## src/rtl/pfs_pkg.sv

```systemverilog
package pfs_pkg;

    localparam int NFLT = 6;

    // flag bit positions inside the monitor byte
    localparam int F_UV5  = 0;
    localparam int F_UV33 = 1;
    localparam int F_UV12 = 2;
    localparam int F_UVIO = 3;
    localparam int F_OV5  = 4;
    localparam int F_OV12 = 5;

    // faults that always demand a power-on reset
    localparam logic [NFLT-1:0] HARD_RST_MASK =
        (NFLT'(1) << F_UV5) | (NFLT'(1) << F_UV33) | (NFLT'(1) << F_UVIO);

    // configuration byte bit positions
    localparam int CFG_UV12_NORST = 0;
    localparam int CFG_GP_EN      = 1;

    typedef enum logic [1:0] {
        RDY_HOLD  = 2'd0,
        RDY_COUNT = 2'd1,
        RDY_UP    = 2'd2
    } rdy_state_t;

endpackage

```

## src/rtl/pfs_sync.sv

```systemverilog
module pfs_sync #(
    parameter int W      = 6,
    parameter int STAGES = 2
) (
    input  logic         clk,
    input  logic         rst_n,
    input  logic [W-1:0] d,
    output logic [W-1:0] q
);
    logic [W-1:0] pipe [STAGES];

    always_ff @(posedge clk or negedge rst_n) begin
        if (!rst_n) pipe[0] <= '0;
        else        pipe[0] <= d;
    end

    for (genvar i = 1; i < STAGES; i++) begin : g_stage
        always_ff @(posedge clk or negedge rst_n) begin
            if (!rst_n) pipe[i] <= '0;
            else        pipe[i] <= pipe[i-1];
        end
    end

    assign q = pipe[STAGES-1];
endmodule

```

## src/rtl/pfs_fault_bank.sv

```systemverilog
module pfs_fault_bank
    import pfs_pkg::*;
(
    input  logic            clk,
    input  logic            rst_n,
    input  logic [NFLT-1:0] live,
    input  logic            clr_stb,
    input  logic            uv12_norst,
    output logic [NFLT-1:0] flags,
    output logic            any_fault,
    output logic            rst_fault
);
    logic [NFLT-1:0] flags_q;
    logic            uv12_rst;

    // a clear reloads the live view, so a fault that persists is kept
    always_ff @(posedge clk or negedge rst_n) begin
        if (!rst_n)       flags_q <= '0;
        else if (clr_stb) flags_q <= live;
        else              flags_q <= flags_q | live;
    end

    always_comb begin
        uv12_rst  = live[F_UV12] & ~uv12_norst;
        any_fault = |live;
        rst_fault = (|(live & HARD_RST_MASK)) | uv12_rst;
    end

    assign flags = flags_q;
endmodule

```

## src/rtl/pfs_ready_fsm.sv

```systemverilog
module pfs_ready_fsm
    import pfs_pkg::*;
#(
    parameter int READY_DLY = 1024
) (
    input  logic clk,
    input  logic rst_n,
    input  logic rst_fault,
    output logic rdy
);
    localparam int CW = (READY_DLY > 1) ? $clog2(READY_DLY) : 1;
    localparam logic [CW-1:0] CNT_LAST = CW'(READY_DLY - 1);

    rdy_state_t   st_q, st_d;
    logic [CW-1:0] cnt_q;

    // next-state logic
    always_comb begin
        st_d = st_q;
        unique case (st_q)
            RDY_HOLD:  if (!rst_fault) st_d = RDY_COUNT;
            RDY_COUNT: begin
                if (rst_fault)              st_d = RDY_HOLD;
                else if (cnt_q == CNT_LAST) st_d = RDY_UP;
            end
            RDY_UP:    if (rst_fault) st_d = RDY_HOLD;
            default:   st_d = RDY_HOLD;
        endcase
    end

    // state register
    always_ff @(posedge clk or negedge rst_n) begin
        if (!rst_n) st_q <= RDY_HOLD;
        else        st_q <= st_d;
    end

    // quiet-time counter
    always_ff @(posedge clk or negedge rst_n) begin
        if (!rst_n)                cnt_q <= '0;
        else if (st_q != RDY_COUNT) cnt_q <= '0;
        else if (cnt_q != CNT_LAST) cnt_q <= cnt_q + 1'b1;
    end

    // outputs
    always_comb begin
        unique case (st_q)
            RDY_UP:  rdy = 1'b1;
            default: rdy = 1'b0;
        endcase
    end
endmodule

```

## src/rtl/pfs_regif.sv

```systemverilog
module pfs_regif
    import pfs_pkg::*;
#(
    parameter logic [6:0] MON_ADDR = 7'h50,
    parameter logic [6:0] CFG_ADDR = 7'h51,
    parameter logic [6:0] SEL_ADDR = 7'h52,
    parameter logic [6:0] CLR_ADDR = 7'h77
) (
    input  logic            clk,
    input  logic            rst_n,
    input  logic            wr_en,
    input  logic [6:0]      addr,
    input  logic [7:0]      wdata,
    input  logic [NFLT-1:0] flags,
    output logic [7:0]      rdata,
    output logic            clr_stb,
    output logic            uv12_norst,
    output logic            gp_en,
    output logic            gp_mon
);
    logic [7:0]      cfg_q;
    logic [NFLT-1:0] sel_q;

    always_ff @(posedge clk or negedge rst_n) begin
        if (!rst_n) begin
            cfg_q <= '0;
            sel_q <= '0;
        end else if (wr_en) begin
            if (addr == CFG_ADDR) cfg_q <= wdata;
            if (addr == SEL_ADDR) sel_q <= wdata[NFLT-1:0];
        end
    end

    always_comb begin
        clr_stb    = wr_en && (addr == CLR_ADDR);
        uv12_norst = cfg_q[CFG_UV12_NORST];
        gp_en      = cfg_q[CFG_GP_EN];
        gp_mon     = gp_en & (|(flags & sel_q));
        unique case (addr)
            MON_ADDR: rdata = 8'(flags);
            CFG_ADDR: rdata = cfg_q;
            SEL_ADDR: rdata = 8'(sel_q);
            default:  rdata = 8'h00;
        endcase
    end
endmodule

```

## src/rtl/pwr_fault_supervisor.sv

```systemverilog
module pwr_fault_supervisor
    import pfs_pkg::*;
#(
    parameter int         SYNC_STAGES = 2,
    parameter int         READY_DLY   = 1024,
    parameter logic [6:0] MON_ADDR    = 7'h50,
    parameter logic [6:0] CFG_ADDR    = 7'h51,
    parameter logic [6:0] SEL_ADDR    = 7'h52,
    parameter logic [6:0] CLR_ADDR    = 7'h77
) (
    input  logic       clk,
    input  logic       rst_n,
    input  logic [5:0] flt_raw,
    input  logic       reg_wr_en,
    input  logic [6:0] reg_addr,
    input  logic [7:0] reg_wdata,
    output logic [7:0] reg_rdata,
    output logic       drv_hiz,
    output logic       por_req,
    output logic       rdy,
    output logic       gp_mon
);
    logic [NFLT-1:0] flt_live;
    logic [NFLT-1:0] flags_q;
    logic            clr_stb;
    logic            uv12_norst;
    logic            gp_en_w;
    logic            any_fault;
    logic            rst_fault;

    pfs_sync #(.W(NFLT), .STAGES(SYNC_STAGES)) u_sync (
        .clk(clk), .rst_n(rst_n), .d(flt_raw), .q(flt_live)
    );

    pfs_fault_bank u_bank (
        .clk(clk), .rst_n(rst_n), .live(flt_live), .clr_stb(clr_stb),
        .uv12_norst(uv12_norst), .flags(flags_q),
        .any_fault(any_fault), .rst_fault(rst_fault)
    );

    pfs_ready_fsm #(.READY_DLY(READY_DLY)) u_fsm (
        .clk(clk), .rst_n(rst_n), .rst_fault(rst_fault), .rdy(rdy)
    );

    pfs_regif #(
        .MON_ADDR(MON_ADDR), .CFG_ADDR(CFG_ADDR),
        .SEL_ADDR(SEL_ADDR), .CLR_ADDR(CLR_ADDR)
    ) u_regif (
        .clk(clk), .rst_n(rst_n), .wr_en(reg_wr_en), .addr(reg_addr),
        .wdata(reg_wdata), .flags(flags_q), .rdata(reg_rdata),
        .clr_stb(clr_stb), .uv12_norst(uv12_norst), .gp_en(gp_en_w),
        .gp_mon(gp_mon)
    );

    assign drv_hiz = any_fault;
    assign por_req = rst_fault;
endmodule

```

## config.mk

```make
export PLATFORM = sky130hd
export DESIGN_NAME = pwr_fault_supervisor
export DESIGN_NICKNAME = d
export VERILOG_FILES = /design/src/rtl/pfs_pkg.sv /design/src/rtl/pfs_sync.sv /design/src/rtl/pfs_fault_bank.sv /design/src/rtl/pfs_ready_fsm.sv /design/src/rtl/pfs_regif.sv /design/src/rtl/pwr_fault_supervisor.sv
export SDC_FILE = /design/constraint.sdc
export NUM_CORES = 1
export LEC_CHECK = 0
export BUFFER_PORTS_ARGS = -buffer_cell sky130_fd_sc_hd__buf_2
export CAP_MARGIN = 40
export CORE_ASPECT_RATIO = 0.5
export CORE_MARGIN = 10
export CORE_UTILIZATION = 40
export CTS_CLUSTER_DIAMETER = 50
export DETAILED_ROUTE_END_ITERATION = 7
export SLEW_MARGIN = 20
export SYNTH_ARGS = -nofsm -noshare
export SYNTH_HDL_FRONTEND = slang
export SYNTH_HIERARCHICAL = 1
export SYNTH_SLANG_ARGS = --single-unit
export TNS_END_PERCENT = 50
```

## constraint.sdc

```tcl
create_clock -name clk -period 3.6 [get_ports clk]
set_input_delay 0.54 -clock clk [delete_from_list [all_inputs] [get_ports clk]]
set_output_delay 0.54 -clock clk [all_outputs]
set_load 0.05 [all_outputs]
```

# Word level (Yosys, flattened, before mapping)
# Cells that the tools add are included.
# classes
addsub,1
eq_ne,12
muxes,10
bitwise,6
n_reduce_logical,9
# op_table
op,count
$eq 7x7->1 const B,4
$pmux 8 s3,1
$mux 10,2
$reduce_or 6->1,2
$add 10x1->10 const B,1
$eq 10x10->1 const B,1
$ne 10x10->1 const B,1
$mux 2,4
$and 6x6->6,1
$mux 6,1
$or 6x6->6,1
$pmux 2 s3,1
$ne 2x1->1 const B,2
$reduce_and 2->1,2
$ne 3x1->1 const B,1
$reduce_and 3->1,1
$reduce_or 3->1,1
$and 1x1->1,2
$eq 2x1->1 const B,1
$eq 2x2->1 const B,1
$logic_not 2->1,1
$ne 2x2->1 const B,1
$reduce_bool 2->1,1
$logic_and 1x1->1,1
other kinds (3),3
# totals
ff_bits,44
input_bits,24
out_inout_bits,12
wordCells,45

# Logic depth before layout (Yosys ltp)
# Gate-level depths: netlist of the first run.
# depth
ltp_word,5
depth_mapped,5
ltp_nobuf,5

# Hierarchy
# Netlist of the first run, hierarchy kept.
# by_module_without_submodules
mod,n_inst,cells_per_inst,area_per_inst_um2,seq_area_each_um2
pfs_regif,1,75,858.3,350.3
pfs_ready_fsm,1,63,605.6,300.3
pfs_sync,1,18,345.3,300.3
pfs_fault_bank,1,18,227.7,150.1

# Worst setup path before layout of the first run
# OpenSTA, ideal clock, no wires.
# synth_path
path_kind,input port to output port
start,input reg_addr[5]
end,output reg_rdata[6]
arrival_time_ps,2323
required_time_ps,3060
slack_ps,737
stages,4
path_buffers,1
path_cell_list,or2_4 or2_2 clkbuf_1 nor3_1
# synth_via
elab_chain_cells,2
elab_cells_between_ends,4
classes_between,eq/ne: 3; mux: 1
# synth_rtl
element,line,text
start: declaration,pwr_fault_supervisor.sv:15,"input logic [6:0] reg_addr,"
$eq 7x7->1,pfs_regif.sv:39,unique case (addr)
$pmux 8 s3 *,pfs_regif.sv:39,
end: declaration,pwr_fault_supervisor.sv:17,"output logic [7:0] reg_rdata,"
# Mark *: on every way between the ends. The rest lies on a longest branch, timed or not.

# Worst setup path after layout of the first run
# layout_path
start,input reg_addr[5]
end,output reg_rdata[7]
# The elaborated chain is that of the path after synthesis.

==> impl_metrics.csv, run 1 <==
group,metric,value,unit
outcome,status,"complete, no violations",
layout,final_cells,277,
route,wl_met1,2.047,mm
synthesis,yosysWarningCount,6,
global_route,grt_pass1_vias,1398,
global_route,antenna_found_initial,0,
timing,tns,0,ns
critical_path,cp_max_fo,8,
synthesis,synthCells,174,
cts,cts_hold_buf,0,
cts,path_clk_slew,0.09,ns
layout,antenna_cells,0,
cts,post_cts_resized,0,
power_and_ir_drop,power,0.9848,mW
route,drt-pass1-iter-count,4,
route,drt-total-wl,4.192,mm
timing,timing.hold.ws,0.1114,ns
critical_path,cpLargestDelayFamily,"simple AND/OR/NAND/NOR gates",
critical_path,critPathArrivalTime,1.76,ns
global_route,grt_first_pass_wirelength,7.251,mm
route,wl_met3,238,um
floorplan,dieHeight,70.46,um
placement,gp_congestion,0.7385,
synthesis,synth-edff-count,0,
timing,max_freq,0.4357,GHz
critical_path,cp-start-kind,"primary input",
critical_path,critPathMostFrequentCell,"buf_2",
synthesis,seq_area_frac_synth,54.05,%
route,drt.antenna.violating_nets,0,
route,vias,1390,
timing,skew,0.01103,ns
layout,fin_nets,231,
global_route,grt-ovfl-total,0,
timing,slew_viol_final,0,
route,viasPerCell,5.018,
placement,dp_hpwl,3.140,mm
cts,cts.sinks,44,
timing,rsz0062_at_grt,"false",
synthesis,synth_async_sr_flop_share,100.0,%
critical_path,path_buf_inv,2,
route,wl_met2,1.836,mm
timing,final.period_utilization,63.76,%
cts,cts_root_buf,"clkbuf_8",
route,highest_layer,"met4",
route,drt_iter0_drc,140,
synthesis,syn_avg_cell_area,11.71,um2
timing,fin_crit,2.295,ns
floorplan,start_util,41.30,%
layout,fillCellCount,454,
timing,hold_violations,0,
power_and_ir_drop,p_leak,1.093,nW
worst_hold_path,hp-class,"in2async",
floorplan,rows,18,
synthesis,synth_seq_cells,44,
critical_path,critPathKind,"in2out",
cts,clock_latency,0.30,ns
placement,numPlacedInstances,269,
route,drc,0,
placement,port_buffers,35,
timing,tightestPinTransition,0.5323,ns
critical_path,cp.required,3.06,ns
floorplan,dieArea,8520,um2
cts,htreeDepth,2,
floorplan,die_x,120.9,um
synthesis,syn-num-nets,199,
global_route,grt_usage,10.43,%
synthesis,ys.flop_type,"dfrtp_1",
floorplan,ios,36,
floorplan,fp.coreArea,4932,um2
layout,area_delta_synth_final,15.29,%
cts,cts_setup_buffers,0,
layout,drive_above_1_share,36.23,%
cts,clockBufferDepth,2,
cts,cts_buffers,5,
flow_run,maxCapViolations,0,
cts,cts_tree,"done",
critical_path,cp_slowest_stage_delay,0.37,ns
critical_path,end_kind,"output port",
synthesis,synth.distinct_cells,39,
global_route,grt_max_degree,33,
synthesis,synth_area,2037,um2
timing,setup_violations,0,
critical_path,crit_chain,"buf_2, or2_4, or2_2, nor3_1, buf_2",
timing,max_slew_margin,64.25,%
route,wl_per_cell,15.13,um
power_and_ir_drop,power.density,419.3,nW/um2
critical_path,cpMaxStageDelayCell,"or2_2",
power_and_ir_drop,peakVddDrop,240.4,uV
[Yosys cell counts, drive strengths merged, types with 3 or more instances]
master   n  area share (%)
a22oi    3             1.1
a21oi    8             2.0
nand2   10             1.8
or2      8             2.6
mux2    14             9.2
o21ai    7             1.7
buf      9             3.7
nand4    4             1.5
mux2i    7             3.4
a21o     6             2.3
nand3    5             1.2
a31oi    4             1.2
inv      8             1.5
dfrtp   44              54
nor3     7             2.0
nor2    10             1.8
[cells in the final DEF, fill, tap and decap left out, types with 7 or more instances in the layout]
cell / n
dfrtp_1: 44
buf_2: 35
nand2_1: 10
nor2_1: 10
a21oi_1: 8
mux2_4: 8
inv_1: 7
mux2i_1: 7
or2_2: 7
[final cells by class]
class,count,area [um2],area share (%)
repair buffers,36,195.2,8.311
clock inverters,3,42.54,1.811
inverters,8,30.03,1.279
multi-input cells,111,823.3,35.06
well taps,70,87.58,3.729
flip-flops and latches,44,1101,46.88
clock buffers,5,68.82,2.930
[state kept, by name, summed over array words and instances (netlist names)]
| register | count |
|---|---|
| u_fsm/cnt_q | 10 |
| u_regif/cfg_q | 8 |
| u_bank/flags | 6 |
| u_regif/sel_q | 6 |
| u_sync/pipe | 6 |
| u_sync/q | 6 |
| u_fsm/st_q | 2 |
[logic make-up after synthesis]
logic type	share of synthesized area, %
buf+inv	5.528
flops	54.05
simple gates	17.14
mux	12.65
xor+xnor	0.8601
compound gates	9.152
fa+ha+maj	0.6142
[per-layer routing]
layer | track usage [%] | vias up
met2 | 14.89 | 38
li1 | - | 669
met5 | 0 | -
met1 | 14.25 | 677
met3 | 2.967 | 6
met4 | 4.388 | 0
[report_power, final]
group          internal (mW)  switching (mW)  leakage [nW]
sequential             0.514          0.0137         0.550
clock                  0.205           0.172        0.0541
combinational         0.0396          0.0400         0.488
total                  0.759           0.226          1.09
[final timing paths]
path,start,end,cells after the start,slack [ns]
worst min-delay path,rst_n,u_fsm/cnt_q[4],1,0.11
worst max-delay path,reg_addr[5],reg_rdata[7],5,1.30
worst max register to register,u_fsm/cnt_q[0],u_fsm/cnt_q[6],5,2.08
worst min register to register,u_sync/pipe[8],u_sync/q[2],0,0.35
min in group clk,flt_raw[1],u_sync/pipe[7],1,0.35
max in group asynchronous,rst_n,u_regif/cfg_q[5],2,3.01
[worst register-to-register path, cell delays in order, from the launching register on]
cell	delay, ns
dfrtp_1	0.42
ha_1	0.25
nand4_1	0.22
a211oi_1	0.31
xnor2_1	0.15
nor2_1	0.05
[stage by stage]
stage	cell area [um2]	setup slack [ns]	util, %
2_1_floorplan	2037	0.7370	-
3_3_place_gp	2217	1.337	44.95
3_5_place_dp	2237	1.320	45.36
4_1_cts	2349	1.317	47.62
5_1_grt	2349	1.216	47.62
6_report	2349	1.305	47.62
(Power assumes the default switching activity.)
==> run 2: changes to the inputs <==
==> constraint.sdc (replaced) <==
create_clock -name clk -period 1.9 [get_ports clk]
set_input_delay 0.285 -clock clk [delete_from_list [all_inputs] [get_ports clk]]
set_output_delay 0.285 -clock clk [all_outputs]
set_load 0.05 [all_outputs]
==> run 2 against run 1 <==
  * Final area increased by 0.27%
  * Clock skew decreased by 0.0066 ns
  * Clock-buffer cell count unchanged
  * Via count increased by 1.2%
  * Critical path depth unchanged
  * Combinational power increased by 87%
  * Global-route usage about the same
  * Die area unchanged
  * Non-clock buffer count unchanged
  * Largest cell class unchanged
  * Highest routed layer unchanged
==> impl_metrics.csv, run 2 (synthesized netlist as in run 1, its figures left out) <==
group,metric,value,unit
layout,area_delta_synth_final,15.60,%
route,drt-pass1-iter-count,5,
timing,fin_crit,1.798,ns
route,drt_iter0_drc,134,
critical_path,critPathKind,"in2out",
power_and_ir_drop,power.density,798.2,nW/um2
timing,max_slew_margin,63.84,%
floorplan,dieHeight,70.46,um
layout,final_cells,277,
worst_hold_path,hp-class,"in2async",
cts,cts.sinks,44,
critical_path,cp.required,1.62,ns
cts,cts_tree,"done",
cts,cts_buffers,5,
route,viasPerCell,5.079,
layout,largest_reg_flops,10,
floorplan,start_util,41.30,%
layout,multiInputGateArea,833.3,um2
floorplan,fp.coreArea,4932,um2
timing,slew_viol_final,0,
layout,fin_nets,231,
critical_path,end_kind,"output port",
placement,numPlacedInstances,269,
route,drt.antenna.violating_nets,0,
timing,final.period_utilization,94.62,%
cts,htreeDepth,2,
global_route,grt-ovfl-total,0,
cts,clock_latency,0.30,ns
layout,regMostFlops,"u_fsm/cnt_q",
floorplan,dieArea,8520,um2
cts,cts_hold_buf,0,
route,drt-total-wl,4.258,mm
power_and_ir_drop,peakVddDrop,312.8,uV
cts,cts_setup_buffers,0,
floorplan,ios,36,
outcome,status,"complete, no violations",
layout,layout_common_cells,"dfrtp_1, buf_2, nand2_1, nor2_1",
layout,fillCellCount,447,
layout,layout_commonest_cell,"dfrtp_1",
global_route,antenna_found_initial,0,
timing,tightestPinTransition,0.5425,ns
placement,gp_congestion,0.7624,
placement,dp_hpwl,3.169,mm
layout,top_regs,"u_fsm/cnt_q: 10 flops, u_regif/cfg_q: 8 flops",
layout,drive_above_1_share,37.20,%
critical_path,cp-start-kind,"primary input",
power_and_ir_drop,p_leak,1.088,nW
floorplan,rows,18,
timing,skew,0.004425,ns
timing,rsz0062_at_grt,"false",
timing,timing.hold.ws,0.03975,ns
layout,antenna_cells,0,
critical_path,critPathArrivalTime,1.51,ns
power_and_ir_drop,power,1.880,mW
global_route,grt_first_pass_wirelength,7.155,mm
placement,port_buffers,35,
global_route,grt_usage,10.39,%
route,wl_per_cell,15.37,um
cts,cts_root_buf,"clkbuf_8",
route,vias,1407,
route,drc,0,
critical_path,cp_max_fo,8,
cts,path_clk_slew,0.09,ns
global_route,grt_pass1_vias,1412,
global_route,grt_max_degree,45,
layout,finalCoreUtilization,47.74,%
floorplan,die_x,120.9,um
timing,setup_violations,0,
timing,hold_violations,0,
flow_run,maxCapViolations,0,
layout,seq_area,1101,um2
timing,max_freq,0.5562,GHz
cts,clockBufferDepth,2,
-- run 2: cell types whose count changed in the layout (fill, tap and decap cells not counted) --
cell      before  now
buf_2         35   33
buf_4          0    2
nor3_1         6    4
nor3_2         1    3
buf_12         1    0
clkbuf_4       0    1
clkinv_2       1    0
inv_6          0    1
-- run 2: metal layers --
| layer | up-vias | GRT usage [%] | routed length [um] |
|---|---|---|---|
| met3 | 4 | 3.448 | 272 |
| li1 | 671 | - | - |
| met1 | 690 | 13.90 | 2104 |
| met5 | - | 0 | 0 |
| met2 | 42 | 14.65 | 1834 |
| met4 | 0 | 4.787 | 46 |
-- run 2: worst paths after layout --
path,startpoint,to,slack [ns],cells after the start
max in group asynchronous,rst_n,u_regif/cfg_q[5],1.48,2
hold / removal,rst_n,u_fsm/cnt_q[0],0.04,2
setup reg to reg,u_fsm/cnt_q[0],u_fsm/cnt_q[6],0.37,5
min in group clk,flt_raw[1],u_sync/pipe[7],0.09,1
setup / recovery,reg_addr[5],reg_rdata[6],0.10,5
hold reg to reg,u_sync/pipe[11],u_sync/q[5],0.35,0
-- run 2: area by class of cell --
class                      instances  share of cell area (%)
clock buffer                       5                   2.922
multi-input combinational        111                   35.39
timing repair buffer              36                   7.970
clock inverter                     3                   1.966
sequential                        44                   46.76
inverter                           8                   1.275
tap                               70                   3.719
-- run 2: power by group --
group	switching [mW]	internal, mW	total [mW]
Sequential	0.0283	0.975	1.00
Clock	0.332	0.396	0.728
Combinational	0.0764	0.0725	0.149
Total	0.436	1.44	1.88
-- run 2: worst max-delay path, cell delays in order --
cell and delay, ns:
buf_2 0.11, or2_4 0.26, or2_2 0.38, nor3_2 0.18, buf_2 0.29
-- run 2: metrics by stage --
step / worst slack (ns) / TNS, ns / instance area [um2]
finish: 0.1022 / 0 / 2355
global route: 0.01851 / 0 / 2355
CTS: 0.06918 / 0 / 2350
detailed placement: 0.09910 / 0 / 2235
global placement: 0.1399 / 0 / 2235
floorplan: -0.1530 / -0.9954 / 2047
-- run 2: repair_timing --
| item | in CTS | in global routing |
|---|---|---|
| setup endpoints to repair | 0 | 2 |
| gates resized for setup | 0 | 3 |
| endpoints found under the hold margin | 0 | 0 |
